[src/rtl/wlm_pkg.sv]
package wlm_pkg;
  localparam int DATA_W = 16;
  typedef logic signed [DATA_W-1:0] sample_t;
  typedef struct packed {
    sample_t hi;
    sample_t lo;
  } limit_t;
  localparam sample_t SAMPLE_MAX = {1'b0, {(DATA_W-1){1'b1}}};
  localparam sample_t SAMPLE_MIN = {1'b1, {(DATA_W-1){1'b0}}};
  localparam limit_t LIMIT_RST = '{hi: SAMPLE_MAX, lo: SAMPLE_MIN};
endpackage

[src/rtl/wlm_chan.sv]
module wlm_chan
  import wlm_pkg::*;
(
  input  logic    clk_i,
  input  logic    rst_ni,
  input  logic    lim_we_i,
  input  limit_t  lim_wdata_i,
  input  logic    sel_i,
  input  sample_t res_i,
  output limit_t  limit_o,
  output logic    hit_hi_o,
  output logic    hit_lo_o
);
  limit_t limit_q;

  always_ff @(posedge clk_i or negedge rst_ni) begin
    if (!rst_ni)       limit_q <= LIMIT_RST;
    else if (lim_we_i) limit_q <= lim_wdata_i;
  end

  // inclusive on both sides, no ordering check between hi and lo
  assign hit_hi_o = sel_i && (res_i >= limit_q.hi);
  assign hit_lo_o = sel_i && (res_i <= limit_q.lo);
  assign limit_o  = limit_q;

  assert_limit_held_R1: assert property (@(posedge clk_i) disable iff (!rst_ni)
    lim_we_i |=> (limit_o == $past(lim_wdata_i)));
endmodule

[src/rtl/wlm_evt_flags.sv]
module wlm_evt_flags #(
  parameter int NEV   = 16,
  localparam int IDX_W = (NEV > 1) ? $clog2(NEV) : 1
) (
  input  logic             clk_i,
  input  logic             rst_ni,
  input  logic [NEV-1:0]   set_i,
  input  logic             sw_we_i,
  input  logic [IDX_W-1:0] sw_idx_i,
  input  logic             sw_val_i,
  output logic [NEV-1:0]   flags_o
);
  logic [NEV-1:0] flags_q;

  for (genvar k = 0; k < NEV; k++) begin : g_flag
    logic sw_hit;
    assign sw_hit = sw_we_i && (int'(sw_idx_i) == k);

    always_ff @(posedge clk_i or negedge rst_ni) begin
      if (!rst_ni)        flags_q[k] <= 1'b0;
      else if (set_i[k])  flags_q[k] <= 1'b1;  // hardware wins over software
      else if (sw_hit)    flags_q[k] <= sw_val_i;
    end

    assert_set_lands_R11: assert property (@(posedge clk_i) disable iff (!rst_ni)
      set_i[k] |=> flags_q[k]);
    assert_rise_has_cause_R6: assert property (@(posedge clk_i) disable iff (!rst_ni)
      $rose(flags_q[k]) |-> $past(set_i[k] || (sw_hit && sw_val_i)));
    assert_sticky_R6: assert property (@(posedge clk_i) disable iff (!rst_ni)
      (flags_q[k] && !(sw_hit && !sw_val_i)) |=> flags_q[k]);
  end

  assign flags_o = flags_q;
endmodule

[src/rtl/wlm_inten.sv]
module wlm_inten #(
  parameter int REG_W    = 32,
  parameter int EVT_BASE = 6,
  parameter int NEV      = 16
) (
  input  logic             clk_i,
  input  logic             rst_ni,
  input  logic             we_i,
  input  logic [REG_W-1:0] wdata_i,
  input  logic [REG_W-1:0] set_i,
  input  logic [REG_W-1:0] clr_i,
  output logic [NEV-1:0]   en_o
);
  logic [NEV-1:0] en_q, en_d, wr_s, set_s, clr_s;

  assign wr_s  = wdata_i[EVT_BASE +: NEV];
  assign set_s = set_i[EVT_BASE +: NEV];
  assign clr_s = clr_i[EVT_BASE +: NEV];

  // order: direct write, then set, then clear
  always_comb begin
    en_d = we_i ? wr_s : en_q;
    en_d = en_d | set_s;
    en_d = en_d & ~clr_s;
  end

  always_ff @(posedge clk_i or negedge rst_ni) begin
    if (!rst_ni) en_q <= '0;
    else         en_q <= en_d;
  end

  assign en_o = en_q;

  assert_clr_wins_R9: assert property (@(posedge clk_i) disable iff (!rst_ni)
    (|clr_s) |=> ((en_q & $past(clr_s)) == '0));
  assert_set_applied_R9: assert property (@(posedge clk_i) disable iff (!rst_ni)
    (|(set_s & ~clr_s)) |=> ((en_q & $past(set_s & ~clr_s)) == $past(set_s & ~clr_s)));
endmodule

[src/rtl/window_limit_monitor.sv]
module window_limit_monitor
  import wlm_pkg::*;
#(
  parameter int NUM_CH   = 8,
  parameter int REG_W    = 32,
  parameter int EVT_BASE = 6,
  localparam int NEV     = 2 * NUM_CH,
  localparam int CH_W    = (NUM_CH > 1) ? $clog2(NUM_CH) : 1,
  localparam int IDX_W   = (NEV > 1) ? $clog2(NEV) : 1,
  localparam int LIM_W   = 2 * DATA_W
) (
  input  logic              clk_i,
  input  logic              rst_ni,
  input  logic              res_vld_i,
  input  logic [CH_W-1:0]   res_ch_i,
  input  logic [DATA_W-1:0] res_data_i,
  input  logic              lim_we_i,
  input  logic [CH_W-1:0]   lim_ch_i,
  input  logic [LIM_W-1:0]  lim_wdata_i,
  input  logic [CH_W-1:0]   rd_ch_i,
  output logic [LIM_W-1:0]  rd_limit_o,
  input  logic              evt_we_i,
  input  logic [IDX_W-1:0]  evt_idx_i,
  input  logic              evt_wdata_i,
  output logic [NEV-1:0]    evt_o,
  input  logic              en_we_i,
  input  logic [REG_W-1:0]  en_wdata_i,
  input  logic [REG_W-1:0]  en_set_i,
  input  logic [REG_W-1:0]  en_clr_i,
  output logic [REG_W-1:0]  en_o,
  output logic              irq_o
);
  limit_t         limits [NUM_CH];
  logic [NEV-1:0] set_vec;
  logic [NEV-1:0] flags;
  logic [NEV-1:0] en;

  for (genvar c = 0; c < NUM_CH; c++) begin : g_ch
    logic sel, we;
    assign sel = res_vld_i && (int'(res_ch_i) == c);
    assign we  = lim_we_i && (int'(lim_ch_i) == c);

    wlm_chan u_chan (
      .clk_i       (clk_i),
      .rst_ni      (rst_ni),
      .lim_we_i    (we),
      .lim_wdata_i (limit_t'(lim_wdata_i)),
      .sel_i       (sel),
      .res_i       (sample_t'(res_data_i)),
      .limit_o     (limits[c]),
      .hit_hi_o    (set_vec[2*c]),
      .hit_lo_o    (set_vec[2*c+1])
    );
  end

  wlm_evt_flags #(.NEV(NEV)) u_flags (
    .clk_i    (clk_i),
    .rst_ni   (rst_ni),
    .set_i    (set_vec),
    .sw_we_i  (evt_we_i),
    .sw_idx_i (evt_idx_i),
    .sw_val_i (evt_wdata_i),
    .flags_o  (flags)
  );

  wlm_inten #(.REG_W(REG_W), .EVT_BASE(EVT_BASE), .NEV(NEV)) u_inten (
    .clk_i   (clk_i),
    .rst_ni  (rst_ni),
    .we_i    (en_we_i),
    .wdata_i (en_wdata_i),
    .set_i   (en_set_i),
    .clr_i   (en_clr_i),
    .en_o    (en)
  );

  always_comb begin
    en_o = '0;
    en_o[EVT_BASE +: NEV] = en;
  end

  assign rd_limit_o = (int'(rd_ch_i) < NUM_CH) ? LIM_W'(limits[rd_ch_i]) : '0;
  assign evt_o      = flags;
  assign irq_o      = |(flags & en);

  assert_one_pair_R5: assert property (@(posedge clk_i) disable iff (!rst_ni)
    $countones(set_vec) <= 2);
  assert_irq_has_flag_R10: assert property (@(posedge clk_i) disable iff (!rst_ni)
    irq_o |-> ((|evt_o) && (|en_o)));
  assert_quiet_no_set_R11: assert property (@(posedge clk_i) disable iff (!rst_ni)
    !res_vld_i |-> (set_vec == '0));
endmodule

[config.mk]
export PLATFORM = sky130hd
export DESIGN_NAME = window_limit_monitor
export DESIGN_NICKNAME = d
export VERILOG_FILES = /design/src/rtl/wlm_pkg.sv /design/src/rtl/wlm_chan.sv /design/src/rtl/wlm_evt_flags.sv /design/src/rtl/wlm_inten.sv /design/src/rtl/window_limit_monitor.sv
export SDC_FILE = /design/constraint.sdc
export NUM_CORES = 1
export LEC_CHECK = 0
export ABC_CLOCK_PERIOD_IN_PS = 2400
export BUFFER_PORTS_ARGS = -buffer_cell sky130_fd_sc_hd__buf_4
export CORE_MARGIN = 2
export CORE_UTILIZATION = 30
export DETAILED_ROUTE_END_ITERATION = 6
export GPL_TIMING_DRIVEN = 1
export PLACE_DENSITY = 0.46
export SYNTH_ARGS = -nofsm -noshare
export SYNTH_HDL_FRONTEND = slang
export SYNTH_SLANG_ARGS = --single-unit
[constraint.sdc]
create_clock -name clk_i -period 2.4 [get_ports clk_i]
set_input_delay 0.12 -clock clk_i [delete_from_list [all_inputs] [get_ports clk_i]]
set_output_delay 0.12 -clock clk_i [all_outputs]
set_load 0.02 [all_outputs]
==> impl_results.md, run 1 <==
- Sequential share of the synthesized area: 37.46%
- WL final: 67.65 mm
- Total CTS buffers: 38
- GR Util All Layers: 20.20%
- Residual DRC count: 0
- GPL Wtd Cong: 0.8667
- Max VDD drop: 0.0004070 V
- Bufs and invs on worst path: 1
- Relative slew slack: 50.00%
- DIE HEIGHT: 260.0 um
- I/O Buffers: 180
- RSZ-0062 raised after global routing: false
- Die width: 260.0 um
- Critical path peak fanout: 3
- Worst path cell trace: inv_1 -> ha_1 -> a21oi_1 -> o21ai_0 -> a21oi_1 -> o211ai_1 -> mux2i_1 -> a21oi_1
- Met2 WL post-DR: 30.76 mm
- Highest clock rate: 424.6 MHz
- CP Class: reg2reg
- DRT Pass-1 Iters: 5
- Final Util: 37.84%
- Clock sinks: 288
- Ys async rst share: 100.0%
- Design Area, Final: 0.02444 mm2
- Wire length on met3: 3.776 mm
- WP data arrival: 2.78 ns
- Worst R2R Start: g_ch[5].u_chan.limit_o[21]
- Via Count: 15,680
- Clk buf depth: 3
- Final net count: 2,634
- Status: complete, no violations
- Largest net degree at the start of global routing: 63
- Count of final hold-check violations: 0
- CP dominant cell by count: a21oi_1
- Yosys reg bits: 288
- CP delay by family, top: compound AO/OA/AOI/OAI gates
- Post-Synthesis Cells: 1,932
- Clock Skew: 0.01420 ns
- DP Area: 0.02236 mm2
- Clk Latency, worst-skew pair: 0.56 ns
- Total gr overflow: 0
- Setup-failing EPs final: 0
- Synth Warn #: 0
- CTS clk-pin slew, worst paths: 0.06 ns
- Fin crit period: 2.355 ns
- Top_reg_cell synth: dfrtp_1
- Vias in the first global route: 16,300
- Max-cap viol count: 0
- Slew @ Worst Pin: 0.7475 ns
- CTS tree: built
- H-tree lvl count: 2
- Layout cells sized above 1: 29.04%
- Yosys cell types: 57
- First-pass GRT wire length: 102.6 mm
- Hpwl dp: 49.49 mm
- Die area: 0.06762 mm2
- Post-DRT Antenna Nets: 0
- Tcrit/Tclk final: 98.13%
- WP data required: 2.82 ns
- Slowest stage cell, crit path: dfstp_2
- Area Overhead vs Synth: 24.25%
- Post-CTS Setup Bufs: 0
- Wirelength per Cell: 21.84 um
- Post-synth EDFFs: 0
- Routed met1 length: 31.80 mm
- Hold Path Class: in2reg
- Via-to-Cell Ratio: 5.063
- Synthesized area per cell: 10.18 um2
- Post-Syn Area: 0.01967 mm2
- CP startpoint: g_ch[5].u_chan.limit_o[21]
- 1st-iter DRT viols: 963
- PD cells: 790.1 mW/mm2
- Ant diodes: 0
- # IOs: 245
- Core area: 0.06458 mm2
- Uppermost layer routed: met5
- FP Rows: 93
- Startpoint types: register
- Crit end category: register
- Final slew viol count: 0
- Worst hold start: res_vld_i
- Slowest Stage Delay on Critical Path: 0.54 ns
- Starting Density: 30.45%
- Clock Tree Root: clkbuf_16
- Antenna violations before repair: 5
- Static leakage: 11.17 nW
power by group:
part           internal [mW]  total, mW  switching, mW
clock network           3.62       5.92           2.30
logic                   2.94       6.56           3.62
registers               6.20       6.83          0.626
cells in the final DEF, fill, tap and decap left out, drive strengths merged, types with 6 or more instances in the layout:
master and count:
nand3b 7, dlygate4sd3 73, mux2i 21, nand2 197, clkbuf 57, nor3 20
nor2b 36, nand4 57, clkinv 8, nand2b 8, inv 255, dfrtp 160
nor2 51, mux2 144, mux4 64, o21a 10, dfstp 128, nand3 17
a21o 39, a211oi 20, a21oi 96, nor3b 6, ha 256, a2111o 7
o21ai 180, conb 16, buf 236, o211ai 22
worst paths after layout:
| path | to | cells after the start | slack, ns |
|---|---|---|---|
| setup reg to reg | u_flags.flags_o[10] | 8 | 0.04 |
| hold reg to reg | g_ch[3].u_chan.limit_o[5] | 1 | 0.51 |
| max in group asynchronous | g_ch[1].u_chan.limit_o[21] | 3 | 1.40 |
| hold / removal | u_flags.flags_o[8] | 3 | 0.06 |
| setup / recovery | u_flags.flags_o[10] | 8 | 0.04 |
| min in group asynchronous | g_ch[3].u_chan.limit_o[4] | 2 | 0.13 |
registers in the layout, indices dropped and copies added, names as in the netlist:
| name | count |
|---|---|
| u_flags.flags_o | 16 |
| u_inten.en_o | 16 |
| g_ch.u_chan.limit_o | 256 |
logic make-up after synthesis:
| family | synth area share (%) |
|---|---|
| buffers and inverters | 7.042 |
| adders and majority gates | 16.29 |
| AOI/OAI and AO/OA | 12.12 |
| other | 0.01907 |
| DFF | 37.46 |
| and+or+nand+nor | 10.40 |
| muxes | 16.68 |
through the flow:
| stage | power (mW) | cells | hold WS (ns) | TNS, ns | setup WS [ns] |
|---|---|---|---|---|---|
| 2_1_floorplan | 10.78 | 1947 | -0.1756 | 0 | 0.4337 |
| 3_3_place_gp | 13.14 | 2956 | 0.1313 | -0.05071 | -0.05071 |
| 3_5_place_dp | 13.31 | 2956 | 0.1375 | -0.05925 | -0.05925 |
| 4_1_cts | 19.47 | 3097 | 0.02174 | 0 | 0.02377 |
| 5_1_grt | 20.56 | 3097 | 0.05263 | 0 | 0.005491 |
| 6_report | 19.31 | 3097 | 0.05512 | 0 | 0.04486 |
synthesized netlist by cell type (7+ instances only):
library cell | n | share of area, %
dfstp_2 | 128 | 17
nand3b_1 | 7 | 0.27
a211oi_1 | 20 | 0.76
nand4_1 | 57 | 1.8
inv_1 | 255 | 4.9
nand2_1 | 197 | 3.8
dfrtp_1 | 160 | 20
buf_2 | 36 | 0.92
mux2i_1 | 21 | 1.1
nand2b_1 | 8 | 0.25
buf_4 | 20 | 0.76
mux2_2 | 142 | 8.1
mux4_2 | 64 | 7.3
o21ai_0 | 180 | 4.6
nor2b_1 | 36 | 1.1
o211ai_1 | 21 | 0.80
a21o_1 | 39 | 1.5
a2111o_1 | 7 | 0.40
nor3_1 | 18 | 0.46
nor2_1 | 51 | 0.97
a21oi_1 | 96 | 2.4
ha_1 | 256 | 16
clkbuf_1 | 24 | 0.46
nand3_1 | 17 | 0.43
o21a_1 | 10 | 0.38
layout make-up:
cell class,instances,area [um2]
multi-input cells,1322,11070
clock inverters,11,133.9
clock buffers,57,1146
well taps,855,1070
flip-flops and latches,288,7367
repair buffers,309,2698
fillers,6399,40140
inverters,255,957.2
repair_timing:
| action | CTS | global route |
|---|---|---|
| setup endpoints to repair | 3 | 6 |
| gates resized for setup | 5 | 10 |
| hold buffers | 73 | 0 |
| hold endpoints to repair | 336 | 0 |
| pin swaps | 0 | 5 |
routing by layer:
layer | global-route usage (%) | vias up
met5 | 0 | -
met4 | 4.518 | 8
met3 | 3.402 | 82
met2 | 32.62 | 398
met1 | 28.22 | 7784
li1 | - | 7408
worst reg2reg max path, delay by kind of cell (launching register included):
kind / cells / cell delay (ns)
DFF: 1 / 0.54
buffers and inverters: 1 / 0.04
AOI/OAI and AO/OA: 5 / 1.03
muxes: 1 / 0.34
adders and majority gates: 1 / 0.29
(Power assumes the default switching activity.)
==> run 2: changes to the inputs <==
--- a/config.mk
+++ b/config.mk
@@ -5,12 +5,12 @@
 export SDC_FILE = /design/constraint.sdc
 export NUM_CORES = 1
 export LEC_CHECK = 0
-export ABC_CLOCK_PERIOD_IN_PS = 2400
+export ABC_CLOCK_PERIOD_IN_PS = 2600
 export BUFFER_PORTS_ARGS = -buffer_cell sky130_fd_sc_hd__buf_4
 export CORE_MARGIN = 2
 export CORE_UTILIZATION = 30
 export DETAILED_ROUTE_END_ITERATION = 6
-export GPL_TIMING_DRIVEN = 1
+export GPL_TIMING_DRIVEN = 0
 export PLACE_DENSITY = 0.46
 export SYNTH_ARGS = -nofsm -noshare
 export SYNTH_HDL_FRONTEND = slang
==> constraint.sdc (replaced) <==
create_clock -name clk_i -period 2.6 [get_ports clk_i]
set_input_delay 0.13 -clock clk_i [delete_from_list [all_inputs] [get_ports clk_i]]
set_output_delay 0.13 -clock clk_i [all_outputs]
set_load 0.02 [all_outputs]
==> run 2 against run 1 <==
Via count grew 3.3%. Critical path depth stayed put. Utilization is 0.46 points lower. Clock skew up 0.014 ns. Highest routed layer unchanged.
==> impl_results.md, run 2 (synthesis results as in run 1) <==
- Max VDD drop: 0.0004158 V
- # IOs: 245
- Wirelength per Cell: 23.43 um
- Status: complete, no violations
- WL final: 72.94 mm
- Slowest Stage Delay on Critical Path: 0.54 ns
- Die width: 260.0 um
- Count of final hold-check violations: 0
- Hpwl dp: 55.29 mm
- Pwr Total: 17.63 mW
- CTS clk-pin slew, worst paths: 0.06 ns
- FP Rows: 93
- Startpoint types: register
- Hold Path Class: in2reg
- Via Count: 16,200
- GR Util All Layers: 21.48%
- Core area: 0.06458 mm2
- Setup WS pre-CTS: -0.2668 ns
- Crit end category: register
- Final net count: 2,650
- CTS tree: built
- Total gr overflow: 0
- Final slew viol count: 0
- Slowest stage cell, crit path: dfstp_2
- Clk buf depth: 3
- Clock Tree Root: clkbuf_16
- Flop2flop setup slack: 0.05 ns
- Critical path peak fanout: 3
- Residual DRC count: 0
- Layout cells sized above 1: 28.49%
- CP Class: reg2reg
- I/O Buffers: 172
- Via-to-Cell Ratio: 5.203
- Vias in the first global route: 16,270
- Clock Skew: 0.02866 ns
- Static leakage: 11.05 nW
- Relative slew slack: 34.96%
- Largest net degree at the start of global routing: 112
- Commonest non-fill, non-tap cell in the layout: ha_1
- Post-CTS Setup Bufs: 0
- Antenna violations before repair: 3
- Clock sinks: 288
- Clk Latency, worst-skew pair: 0.58 ns
- Worst R2R End: u_flags.flags_o[15]
- CP startpoint: g_ch[7].u_chan.limit_o[15]
- Worst R2R Start: g_ch[7].u_chan.limit_o[15]
- Setup-failing EPs final: 0
- 1st-iter DRT viols: 1,220
- Tcrit/Tclk final: 98.04%
- H-tree lvl count: 2
- DIE HEIGHT: 260.0 um
- Area Overhead vs Synth: 22.76%
- WP data required: 3.08 ns
- R2R depth: 8
- Worst path cell trace: inv_1 -> ha_1 -> nand2_1 -> nor3_2 -> o211ai_1 -> o2111ai_1 -> mux2_2 -> o211ai_2
- DRT Pass-1 Iters: 5
- Highest clock rate: 392.3 MHz
- CP Capture Point: u_flags.flags_o[15]
- Placed instance count: 2,976
- Post-route insts no fill: 3,113
- Slew @ Worst Pin: 0.9604 ns
- WP data arrival: 3.03 ns
- Post-DRT Antenna Nets: 0
- Starting Density: 30.45%
- First-pass GRT wire length: 106.8 mm
- Max-cap viol count: 0
- Total CTS buffers: 37
- Die area: 0.06762 mm2
- Max reg flops: 256
- Most frequent cells in the layout: ha_1 (256), inv_1 (255), nand2_1 (197)
- Fin crit period: 2.549 ns
- Worst setup margin: 0.05092 ns
- PD cells: 730.2 mW/mm2
- GPL Wtd Cong: 0.8489
-- run 2: changes by cell type in the layout (fill, tap and decap cells not counted), sizes merged --
cell and change:
dlygate4sd3 -3, clkbuf +21, buf -4, clkinv -1, inv +1, clkinvlp +1
diode +1
-- run 2: worst max-delay path: cells and delay by family, from the launching register on --
family,cells,cell delay [ns]
buffers and inverters,1,0.06
AND/OR/NAND/NOR,2,0.51
multiplexers,1,0.42
adder cells (fa/ha/maj),1,0.30
AO/OA/AOI/OAI,3,0.59
flip-flops,1,0.54
-- run 2: worst min-delay path by stage --
stage | from | end | slack (ns) | cells after the start
2_1_floorplan | rst_ni | g_ch[0].u_chan.limit_o[0] | -0.17 | 0
3_3_place_gp | en_clr_i[15] | u_inten.en_o[9] | 0.29 | 2
3_5_place_dp | rst_ni | g_ch[5].u_chan.limit_o[5] | 0.25 | 1
4_1_cts | evt_idx_i[0] | u_flags.flags_o[12] | 0.002 | 5
5_1_grt | evt_wdata_i | u_flags.flags_o[4] | 0.04 | 3
6_report | evt_idx_i[0] | u_flags.flags_o[12] | 0.02 | 5
-- run 2: cell type report --
cell class / count / area (um2)
sequential: 288 / 7367
inverter: 255 / 957.2
timing repair buffer: 244 / 2054
multi-input combinational: 1322 / 11030
buffer: 82 / 427.9
fill: 6441 / 40440
clock inverter: 12 / 163.9
antenna: 1 / 2.502
tap: 855 / 1070
clock buffer: 54 / 1070
-- run 2: timing repair --
action / 4_1_cts / 5_1_grt
endpoints found under the setup margin: 6 / 6
pin swaps: 0 / 0
hold buffers: 70 / 0
endpoints found under the hold margin: 380 / 0
resized for setup: 6 / 6
-- run 2: through the flow --
step | hold slack, ns | instance area [um2] | setup TNS, ns | util (%)
floorplan | -0.1656 | 19720 | 0 | -
global placement | 0.2897 | 22080 | -246.63 | 34.20
detailed placement | 0.2473 | 22150 | -1.045 | 34.29
CTS | 0.002040 | 24110 | 0 | 37.34
global route | 0.03747 | 24140 | -0.003163 | 37.38
finish | 0.02308 | 24140 | 0 | 37.38
-- run 2: layer usage --
layer | vias up | global-route usage (%) | share of wire [%] | wire length, um
met5 | - | 0 | 0.015 | 11
li1 | 7443 | - | - | -
met2 | 504 | 34.67 | 46 | 33340
met4 | 2 | 5.316 | 2.2 | 1610
met3 | 85 | 3.723 | 6.4 | 4655
met1 | 8163 | 29.75 | 46 | 33320
-- run 2: where the power goes --
part | internal (mW) | total (mW) | leakage [nW] | switching (mW)
registers | 5.73 | 6.30 | 3.29 | 0.575
clock network | 3.16 | 5.34 | 0.605 | 2.18
logic | 2.63 | 5.98 | 7.15 | 3.35
total | 11.5 | 17.6 | 11.0 | 6.11
